File: src/rtl/irq_req_pkg.sv
package irq_req_pkg;
    localparam int LVL_W   = 3;
    localparam int NUM_LVL = (1 << LVL_W) - 1;
    localparam int CTRL_W  = 8;

    typedef struct packed {
        logic             autoclr;
        logic             flag;
        logic             en;
        logic             ext;
        logic [LVL_W-1:0] level;
    } ctrl_t;

    typedef enum logic [1:0] {
        ACK_IDLE,
        ACK_VECTOR,
        ACK_EXTERNAL,
        ACK_PASS
    } ack_state_t;
endpackage

File: src/rtl/irq_src_slot.sv
module irq_src_slot
    import irq_req_pkg::*;
#(
    parameter int DATA_W = 8
) (
    input  logic              clk,
    input  logic              rst_n,
    input  logic              wr_ctrl,
    input  logic              wr_vec,
    input  logic [DATA_W-1:0] wdata,
    input  logic              dev_int,
    input  logic              take,
    output ctrl_t             ctrl,
    output logic [DATA_W-1:0] vec,
    output logic              pending
);
    logic dev_q;
    logic set_pend;
    logic clr_pend;

    assign set_pend = dev_int & ~dev_q & ctrl.en;
    assign clr_pend = take | (wr_ctrl & wdata[CTRL_W-1]);

    always_ff @(posedge clk) begin
        if (!rst_n) begin
            dev_q   <= 1'b0;
            ctrl    <= '0;
            vec     <= '0;
            pending <= 1'b0;
        end else begin
            dev_q   <= dev_int;
            pending <= set_pend | (pending & ~clr_pend);
            if (wr_ctrl) begin
                ctrl <= ctrl_t'(wdata[CTRL_W-2:0]);
            end else if (take && ctrl.autoclr) begin
                ctrl.flag <= 1'b0;
            end
            if (wr_vec) begin
                vec <= wdata;
            end
        end
    end
endmodule

File: src/rtl/irq_level_map.sv
module irq_level_map
    import irq_req_pkg::*;
#(
    parameter int NUM_SRC = 4,
    localparam int IDX_W  = (NUM_SRC > 1) ? $clog2(NUM_SRC) : 1
) (
    input  logic [NUM_SRC-1:0]            pend,
    input  logic [NUM_SRC-1:0]            en,
    input  logic [NUM_SRC-1:0][LVL_W-1:0] level,
    input  logic [LVL_W-1:0]              ack_level,
    output logic [NUM_LVL-1:0]            irq_req,
    output logic                          found,
    output logic [IDX_W-1:0]              win_idx
);
    logic [NUM_SRC-1:0] elig;

    for (genvar l = 1; l <= NUM_LVL; l++) begin : g_lvl
        logic [NUM_SRC-1:0] hit;
        for (genvar n = 0; n < NUM_SRC; n++) begin : g_src
            assign hit[n] = pend[n] & en[n] & (level[n] == LVL_W'(l));
        end
        assign irq_req[l-1] = |hit;
    end

    for (genvar n = 0; n < NUM_SRC; n++) begin : g_elig
        assign elig[n] = pend[n] & en[n] & (level[n] != '0) & (level[n] == ack_level);
    end

    assign found = |elig;

    always_comb begin
        win_idx = '0;
        for (int n = NUM_SRC - 1; n >= 0; n--) begin
            if (elig[n]) begin
                win_idx = IDX_W'(n);
            end
        end
    end
endmodule

File: src/rtl/irq_ack_fsm.sv
module irq_ack_fsm
    import irq_req_pkg::*;
#(
    parameter int DATA_W = 8,
    parameter int IDX_W  = 2
) (
    input  logic              clk,
    input  logic              rst_n,
    input  logic              ack_in,
    input  logic              found,
    input  logic              win_ext,
    input  logic [IDX_W-1:0]  win_idx,
    input  logic [DATA_W-1:0] win_vec,
    output logic              take,
    output logic              vec_valid,
    output logic [DATA_W-1:0] vec_out,
    output logic              ext_ack,
    output logic [IDX_W-1:0]  ext_id,
    output logic              ack_out
);
    ack_state_t        state;
    ack_state_t        state_nx;
    logic [DATA_W-1:0] vec_q;
    logic [IDX_W-1:0]  id_q;

    always_comb begin
        state_nx = state;
        unique case (state)
            ACK_IDLE: begin
                if (ack_in) begin
                    if (!found)       state_nx = ACK_PASS;
                    else if (win_ext) state_nx = ACK_EXTERNAL;
                    else              state_nx = ACK_VECTOR;
                end
            end
            ACK_VECTOR:   state_nx = ACK_IDLE;
            ACK_EXTERNAL: state_nx = ACK_IDLE;
            ACK_PASS:     state_nx = ACK_IDLE;
        endcase
    end

    assign take = (state == ACK_IDLE) && ack_in && found;

    always_ff @(posedge clk) begin
        if (!rst_n) begin
            state <= ACK_IDLE;
            vec_q <= '0;
            id_q  <= '0;
        end else begin
            state <= state_nx;
            if (take) begin
                vec_q <= win_vec;
                id_q  <= win_idx;
            end
        end
    end

    always_comb begin
        vec_valid = 1'b0;
        ext_ack   = 1'b0;
        ack_out   = 1'b0;
        vec_out   = '0;
        ext_id    = '0;
        unique case (state)
            ACK_IDLE: ;
            ACK_VECTOR: begin
                vec_valid = 1'b1;
                vec_out   = vec_q;
            end
            ACK_EXTERNAL: begin
                ext_ack = 1'b1;
                ext_id  = id_q;
            end
            ACK_PASS: ack_out = 1'b1;
        endcase
    end
endmodule

File: src/rtl/bus_irq_requester.sv
module bus_irq_requester
    import irq_req_pkg::*;
#(
    parameter int NUM_SRC = 4,
    parameter int DATA_W  = 8,
    localparam int IDX_W  = (NUM_SRC > 1) ? $clog2(NUM_SRC) : 1,
    localparam int ADDR_W = IDX_W + 1
) (
    input  logic               clk,
    input  logic               rst_n,
    input  logic               reg_we,
    input  logic [ADDR_W-1:0]  reg_addr,
    input  logic [DATA_W-1:0]  reg_wdata,
    output logic [DATA_W-1:0]  reg_rdata,
    input  logic [NUM_SRC-1:0] dev_int,
    output logic [NUM_LVL-1:0] irq_req,
    input  logic               ack_in,
    input  logic [LVL_W-1:0]   ack_level,
    output logic               vec_valid,
    output logic [DATA_W-1:0]  vec_out,
    output logic               ext_ack,
    output logic [IDX_W-1:0]   ext_id,
    output logic               ack_out
);
    ctrl_t                           ctrl   [NUM_SRC];
    logic [DATA_W-1:0]               vec    [NUM_SRC];
    logic [NUM_SRC-1:0]              pend;
    logic [NUM_SRC-1:0]              en_v;
    logic [NUM_SRC-1:0][LVL_W-1:0]   level_v;
    logic                            found;
    logic [IDX_W-1:0]                win_idx;
    logic                            take;
    logic [IDX_W-1:0]                sel;

    assign sel = reg_addr[IDX_W-1:0];

    for (genvar n = 0; n < NUM_SRC; n++) begin : g_slot
        logic wr_c;
        logic wr_v;
        assign wr_c = reg_we && !reg_addr[IDX_W] && (sel == IDX_W'(n));
        assign wr_v = reg_we &&  reg_addr[IDX_W] && (sel == IDX_W'(n));
        irq_src_slot #(.DATA_W(DATA_W)) u_slot (
            .clk     (clk),
            .rst_n   (rst_n),
            .wr_ctrl (wr_c),
            .wr_vec  (wr_v),
            .wdata   (reg_wdata),
            .dev_int (dev_int[n]),
            .take    (take && (win_idx == IDX_W'(n))),
            .ctrl    (ctrl[n]),
            .vec     (vec[n]),
            .pending (pend[n])
        );
        assign en_v[n]    = ctrl[n].en;
        assign level_v[n] = ctrl[n].level;
    end

    irq_level_map #(.NUM_SRC(NUM_SRC)) u_map (
        .pend      (pend),
        .en        (en_v),
        .level     (level_v),
        .ack_level (ack_level),
        .irq_req   (irq_req),
        .found     (found),
        .win_idx   (win_idx)
    );

    irq_ack_fsm #(.DATA_W(DATA_W), .IDX_W(IDX_W)) u_fsm (
        .clk       (clk),
        .rst_n     (rst_n),
        .ack_in    (ack_in),
        .found     (found),
        .win_ext   (ctrl[win_idx].ext),
        .win_idx   (win_idx),
        .win_vec   (vec[win_idx]),
        .take      (take),
        .vec_valid (vec_valid),
        .vec_out   (vec_out),
        .ext_ack   (ext_ack),
        .ext_id    (ext_id),
        .ack_out   (ack_out)
    );

    always_comb begin
        if (reg_addr[IDX_W]) reg_rdata = vec[sel];
        else                 reg_rdata = DATA_W'({1'b0, ctrl[sel]});
    end
endmodule

File: config.mk
export PLATFORM = sky130hd
export DESIGN_NAME = bus_irq_requester
export DESIGN_NICKNAME = d
export VERILOG_FILES = /design/src/rtl/irq_req_pkg.sv /design/src/rtl/irq_src_slot.sv /design/src/rtl/irq_level_map.sv /design/src/rtl/irq_ack_fsm.sv /design/src/rtl/bus_irq_requester.sv
export SDC_FILE = /design/constraint.sdc
export NUM_CORES = 1
export LEC_CHECK = 0
export ABC_AREA = 1
export ABC_CLOCK_PERIOD_IN_PS = 2210
export BUFFER_PORTS_ARGS = -buffer_cell sky130_fd_sc_hd__buf_2
export CAP_MARGIN = 25
export CORE_ASPECT_RATIO = 0.5
export CORE_MARGIN = 3
export CORE_UTILIZATION = 33
export DETAILED_ROUTE_END_ITERATION = 10
export GPL_TIMING_DRIVEN = 0
export HOLD_SLACK_MARGIN = 0.02
export SKIP_LAST_GASP = 1
export SLEW_MARGIN = 20
export SYNTH_ARGS = -nofsm -noshare
export SYNTH_HDL_FRONTEND = slang
export SYNTH_SLANG_ARGS = --single-unit
File: constraint.sdc
create_clock -name clk -period 2.21 [get_ports clk]
set_clock_uncertainty 0.1 [all_clocks]
set_input_delay 0.1105 -clock clk [delete_from_list [all_inputs] [get_ports clk]]
set_output_delay 0.1105 -clock clk [all_outputs]
set_load 0.005 [all_outputs]
# After elaboration in Yosys (flattened, before gate mapping)
# Cells that the tools add are included.
[word_totals]
register_bits = 80
in_bits = 22
out_inout_bits = 28
elab_cells = 228
[op_classes]
order_cmp = 2
eq_ne = 42
muxes = 34
bitwise = 74
n_reduce_logical = 41
[ops]
columns = ["op", "n"]
rows = [
  ["$and A1 B1 Y1", 56],
  ["$eq A3 B3 Y1 const B", 16],
  ["$mux W8", 6],
  ["$bmux W8 S2", 2],
  ["$reduce_or A4 Y1", 8],
  ["$bmux W7 S2", 2],
  ["$eq A3 B2 Y1 const B", 8],
  ["$logic_and A1 B1 Y1", 20],
  ["$mux W2", 8],
  ["$mux W7", 2],
  ["$eq A2 B2 Y1 const B", 6],
  ["$eq A3 B1 Y1 const B", 4],
  ["$eq A3 B3 Y1", 4],
  ["$reduce_bool A3 Y1", 4],
  ["$mux W1", 11],
  ["$mux W4", 2],
  ["$not A1 Y1", 8],
  ["$or A1 B1 Y1", 8],
  ["$reduce_bool A2 Y1", 4],
  ["$eq A2 B1 Y1 const B", 3],
  ["$ge A3 B3 Y1 const B", 2],
  ["$logic_not A2 Y1", 3],
  ["$not A2 Y3", 2],
  ["$pmux W2 S2", 1],
  ["other kinds (3)", 3],
]

# Logic depth before layout (Yosys ltp)
[logic_depth]
ltp_word = 15
mapped_depth = 14
mapped_depth_nobuf = 14

# By module
# Synthesis repeated with hierarchy kept, for this count alone.
[hier_totals]
cells_unflattened = 778
hier_area_um2 = 4568.1
[by_module_without_submodules]
columns = ["module", "instances", "cells_each", "area_per_inst_um2", "seq_area_each_um2"]
rows = [
  ["irq_src_slot", 4, 75, 589.3, 340.3],
  ["bus_irq_requester", 1, 232, 988.4, 0.0],
  ["irq_ack_fsm", 1, 110, 659.4, 240.2],
  ["irq_level_map", 1, 136, 563.0, 0.0],
]

# Least setup slack after synthesis
# No wires, ideal clock.
[synth_timing]
path_kind = "reg-to-reg"
from = "register g_slot[0].u_slot.ctrl[1] (netlist name)"
to = "register u_fsm.vec_q[7]"
setup_ps = 109
arrival_ps = 1407
path_slack_ps = 594
stages_incl_launch_ff = 13
path_buffers = 1
synth_period_minus_slack_ps = 1616
path_cell_list = "dfxtp_1 > inv_2 > nand2_1 > nand2_2 > nor2_4 > nand3_4 > nand2_4 > buf_2 > nand3_1 > nand3_1 > nand3_1 > nand2_1 > inv_1"
[synth_between]
elab_chain_len = 8
elab_cells_between_ends = 11
[synth_rtl]
columns = ["element", "line_no", "source"]
rows = [
  ["$reduce_bool A3 Y1", "irq_level_map.sv:26", "assign elig[n] = pend[n] & en[n] & (level[n] != '0) & (level[n] == ack_level);"],
  ["$and A1 B1 Y1", "irq_level_map.sv:26", ""],
  ["$and A1 B1 Y1 (*)", "irq_level_map.sv:26", ""],
  ["$mux W2", "irq_level_map.sv:34", "if (elig[n]) begin"],
  ["$not A2 Y3 (implied by the code)", "bus_irq_requester.sv:75", ".win_vec (vec[win_idx]),"],
  ["$bmux W8 S2", "bus_irq_requester.sv:75", ""],
  ["$mux W8 (implied by the code) (2 in a row)", "bus_irq_requester.sv:75", ""],
  ["end signal: assignment", "irq_ack_fsm.sv:52", "vec_q <= win_vec;"],
  ["end: declaration", "irq_ack_fsm.sv:23", "logic [DATA_W-1:0] vec_q;"],
]
# Every way passes the cells marked *; elsewhere a longest branch is shown, timed or not. The select of a mux whose other input is x is not followed.
# A chain may end at the register's enable or synchronous reset.

# Worst setup path in the final report
[layout_timing]
from = "input port reg_addr[1]"
to = "output port reg_rdata[2]"
[layout_between]
elab_chain_len = 5
elab_cells_between_ends = 8
[layout_rtl]
columns = ["element", "line_no", "source"]
rows = [
  ["start: declaration", "bus_irq_requester.sv:12", "input logic [ADDR_W-1:0] reg_addr,"],
  ["$not A2 Y3 (implied by the code) (*)", "bus_irq_requester.sv:85, bus_irq_requester.sv:86", ""],
  ["$bmux W7 S2 or $bmux W8 S2 (tied branches)", "bus_irq_requester.sv:86, bus_irq_requester.sv:85", ""],
  ["$mux W7 (implied by the code) or $mux W8 (tied branches) (2 in a row)", "bus_irq_requester.sv:86, bus_irq_requester.sv:85", ""],
  ["$mux W8 (*)", "bus_irq_requester.sv:85", "if (reg_addr[IDX_W]) reg_rdata = vec[sel];"],
  ["end: declaration", "bus_irq_requester.sv:14", "output logic [DATA_W-1:0] reg_rdata,"],
]
# Marks and branches as above.

==> results.md <==
Floorplanning:
- The floorplan has 28 rows.
- The floorplan die area is 14500 um^2.
- Once the floorplan was initialized, standard cells occupied 35.1% of the core.
- The core region is 12300 um^2.
- The height of the die is 86.7 um.
- Pin placement for this block handled 50 I/O pins.
- In this run the horizontal extent of the chip is 167 um.

Global route:
- Entering global routing, the biggest net connects 15 pins.
- In the global route stage, met3 resource usage came out at 4.01%.
- Global routing used 34.4% of the available met2 tracks.
- The overall routing resource usage is 20.8%.
- In this run the most used layer during global routing was met2.
- The first global-routing pass estimated 23.5 mm of wire.
- The number of antenna violations at the first check in global routing is 0.
- The via count of the first global-routing pass was 4435.
- The remaining global-route overflow is 0.
- In the global route stage, met1 resource usage came out at 27.7%.

Timing:
- For the final routed database, the setup TNS stands at 0 ps.
- The final number of hold-violating endpoints was 0.
- Setup repair after global routing left no endpoint under its margin.
- Subtracting the final worst setup slack from the clock period gives 2050 ps.
- The final count of pins violating max slew came to 0.
- The fraction of the cycle the final worst path needs is 93.0%.
- The transition time at the pin with the least slew margin is 676 ps.
- The headroom to the max-slew limit is 54.7%.
- Derived from the worst setup path, the maximum achievable clock frequency is 487 MHz.
- Setup violations remaining at the end of the flow were counted as 0.

Yosys:
- The number of nets produced by synthesis is 690.
- In this run, synthesis produced a sequential element count of 80.
- The proportion of synthesized chip area in sequential cells is 37.2%.
- The unique cell type count in the Yosys netlist is 30.
- The top-area cell type share of the netlist area is 37.2%.
- The synthesized design contains 0 enable-type register cells.
- By count the netlist is led by 148 x sky130_fd_sc_hd__nand2_1, 91 x sky130_fd_sc_hd__nor2_1, 85 x sky130_fd_sc_hd__inv_1.
- For this run, the number of Yosys warnings is 0.
- The fraction of registers with async set or reset after synthesis is 0%.
- The most used flip-flop cell after synthesis is sky130_fd_sc_hd__dfxtp_1.
- The average instance in the mapped netlist occupies 6.44 um^2.
- Among all cell types in the netlist, the one instantiated most often is sky130_fd_sc_hd__nand2_1.
- The synthesized area is 4300 um^2.
- By area the synthesized netlist is led by sky130_fd_sc_hd__dfxtp_1 37%, sky130_fd_sc_hd__nand2_1 13%, sky130_fd_sc_hd__nor2_1 7.9%, sky130_fd_sc_hd__o21ai_0 7.6%, sky130_fd_sc_hd__inv_1 7.4%.
- The library cell with the largest summed area after synthesis is sky130_fd_sc_hd__dfxtp_1.
- Counting every instance in the synthesized netlist gives 668.

Placed design:
- Once detailed placement completed, the half-perimeter wirelength came to 10.9 mm.
- The number of buffers inserted by port buffering is 48.
- The number of cells after detailed placement is 881.
- At the end of routability-driven placement, the weighted congestion stood at 0.906.

Power:
- In this run the power density over the cells is 684 nW/um^2.
- The maximum VDD drop is 0.000317 V.
- In this run the static leakage power is 2.22 nW.
- The design draws 3.51 mW.

Critical path:
- The required arrival time at the worst endpoint is 2000 ps.
- The arrival time at the worst endpoint is 1840 ps.
- The worst register-to-register path begins at g_slot[1].u_slot.ctrl[1].
- STA classifies the critical path endpoint as an output pin.
- The kind of start point of the critical path is an input port.
- The source of the critical timing path is reg_addr[1].
- The largest fanout of any net on the critical path is 10.
- The critical setup path kind is in -> out.

Cells and area:
- From synthesis to final layout, the design area changed by 19.2%.
- Once layout is complete, the cells apart from fillers number 902.
- The number of inserted diodes is 0.
- The net total in the final layout is 754.
- Of the cells placed in the final design, the portion with a size suffix greater than 1 is 13.4%.

Clock tree:
- The clock transition at the register clock pins on the worst setup and hold paths after CTS is 70 ps.
- The clock tree from TritonCTS is done.
- The number of buffers created by CTS is 9.
- The clock sink total is 80.
- The clock latency on the worst-skew pair is 350 ps.
- In this run the number of H-tree levels came out at 3.
- The maximum number of buffers from clock root to sink is 2.
- The cell sitting at the root of the clock tree is a sky130_fd_sc_hd__clkbuf_16.

Route:
- The antenna violation net count after detailed routing is 0.
- The post-detailed-routing wire length is 15.0 mm.
- The first routing iteration left 499 violations.
- After detailed routing, the number of vias per cell comes to 5.16.
- For this run, design rule violations remaining after detail routing come to 0.
- The average wire per standard cell is 16.6 um.
- For this block, the via count after detailed routing is 4658.
- Before antenna repair, the detailed router went through 5 iterations.

Job:
- Across the run, the number of max-cap violations was 0.

Hold path:
- The class of the worst hold path is in -> reg.
- The startpoint identified for the worst hold timing path is reg_wdata[2].

Run status:
- The run finished with clean final reports.
path summary, 6_finish.rpt:
kind,slack [ps],cells after the start,to
max,160,8,reg_rdata[2]
min reg2reg,380,2,g_slot[3].u_slot.vec[1]
max reg2reg,220,10,u_fsm.vec_q[3]
min,30,3,g_slot[3].u_slot.vec[2]
cell usage in the layout (no fill, tap or decap), types with 6 or more instances in the layout:
cell and n:
sky130_fd_sc_hd__a21oi_1 58, sky130_fd_sc_hd__a221oi_1 8, sky130_fd_sc_hd__buf_2 51, sky130_fd_sc_hd__clkbuf_1 15, sky130_fd_sc_hd__clkbuf_16 9, sky130_fd_sc_hd__dfxtp_1 80, sky130_fd_sc_hd__inv_1 85, sky130_fd_sc_hd__inv_2 9
sky130_fd_sc_hd__nand2_1 148, sky130_fd_sc_hd__nand3_1 41, sky130_fd_sc_hd__nand3b_1 10, sky130_fd_sc_hd__nand4_1 8, sky130_fd_sc_hd__nor2_1 91, sky130_fd_sc_hd__nor2_2 6, sky130_fd_sc_hd__o21ai_0 65, sky130_fd_sc_hd__o22ai_1 8
kinds of logic (layout without fill, tap and decap cells):
| group | after synthesis | in the layout | share of synthesized area, % |
|---|---|---|---|
| DFF | 80 | 80 | 37.2 |
| AOI/OAI and AO/OA | 153 | 153 | 19.4 |
| and+or+nand+nor | 317 | 317 | 32.3 |
| buffers and inverters | 118 | 187 | 11.0 |
per-stage QoR:
stage / hold slack [ps] / cell area [um^2] / util [%] / setup WS, ps
after floorplan: 104 / 4300 / - / 594
after global placement: 203 / 4750 / 38.7 / 132
after detailed placement: 207 / 4750 / 38.7 / 133
after CTS: 21.8 / 5130 / 41.8 / 198
after global routing: 54.3 / 5130 / 41.8 / 25.6
final: 29.9 / 5130 / 41.8 / 155
metal layers:
layer,share of wire [%],vias to the layer above
li1,-,2293
met4,1.8,0
met1,47,2180
met3,6.8,24
met2,44,161
met5,0,-
power breakdown:
group          total [mW]  switching [mW]  internal [mW]
registers            1.52          0.0326           1.49
clock network        1.67           0.642           1.03
logic               0.320           0.224         0.0957
critical path, cell delays in order:
cell	delay, ps
sky130_fd_sc_hd__buf_2	100
sky130_fd_sc_hd__inv_1	50
sky130_fd_sc_hd__nand2_1	110
sky130_fd_sc_hd__clkbuf_1	540
sky130_fd_sc_hd__o22ai_1	150
sky130_fd_sc_hd__a221oi_1	440
sky130_fd_sc_hd__a22oi_1	160
sky130_fd_sc_hd__buf_2	170
repair_timing:
| item | 4_1_cts | 5_1_grt |
|---|---|---|
| hold buffers | 5 | 0 |
| endpoints found under the hold margin | 11 | 0 |
| buffers inserted | 0 | 0 |
| gates resized for setup | 0 | 0 |
area by class of cell:
type                       instances  area, um^2
sequential                        80        1600
timing repair buffer              53         290
inverter                          96         360
clock buffer                      10         239
fill                            1312        7130
buffer                            22         113
multi-input combinational        470        2230
tap                              165         206
clock inverter                     6        90.1
state kept, by name (all words and copies together) (netlist names):
| name | flops |
|---|---|
| g_slot.u_slot.ctrl | 28 |
| u_fsm.state | 2 |
| u_fsm.vec_q | 8 |
| u_fsm.id_q | 2 |
| g_slot.u_slot.vec | 32 |
| g_slot.u_slot.dev_q | 4 |
| g_slot.u_slot.pending | 4 |
Power figures use the tool's default switching activity.
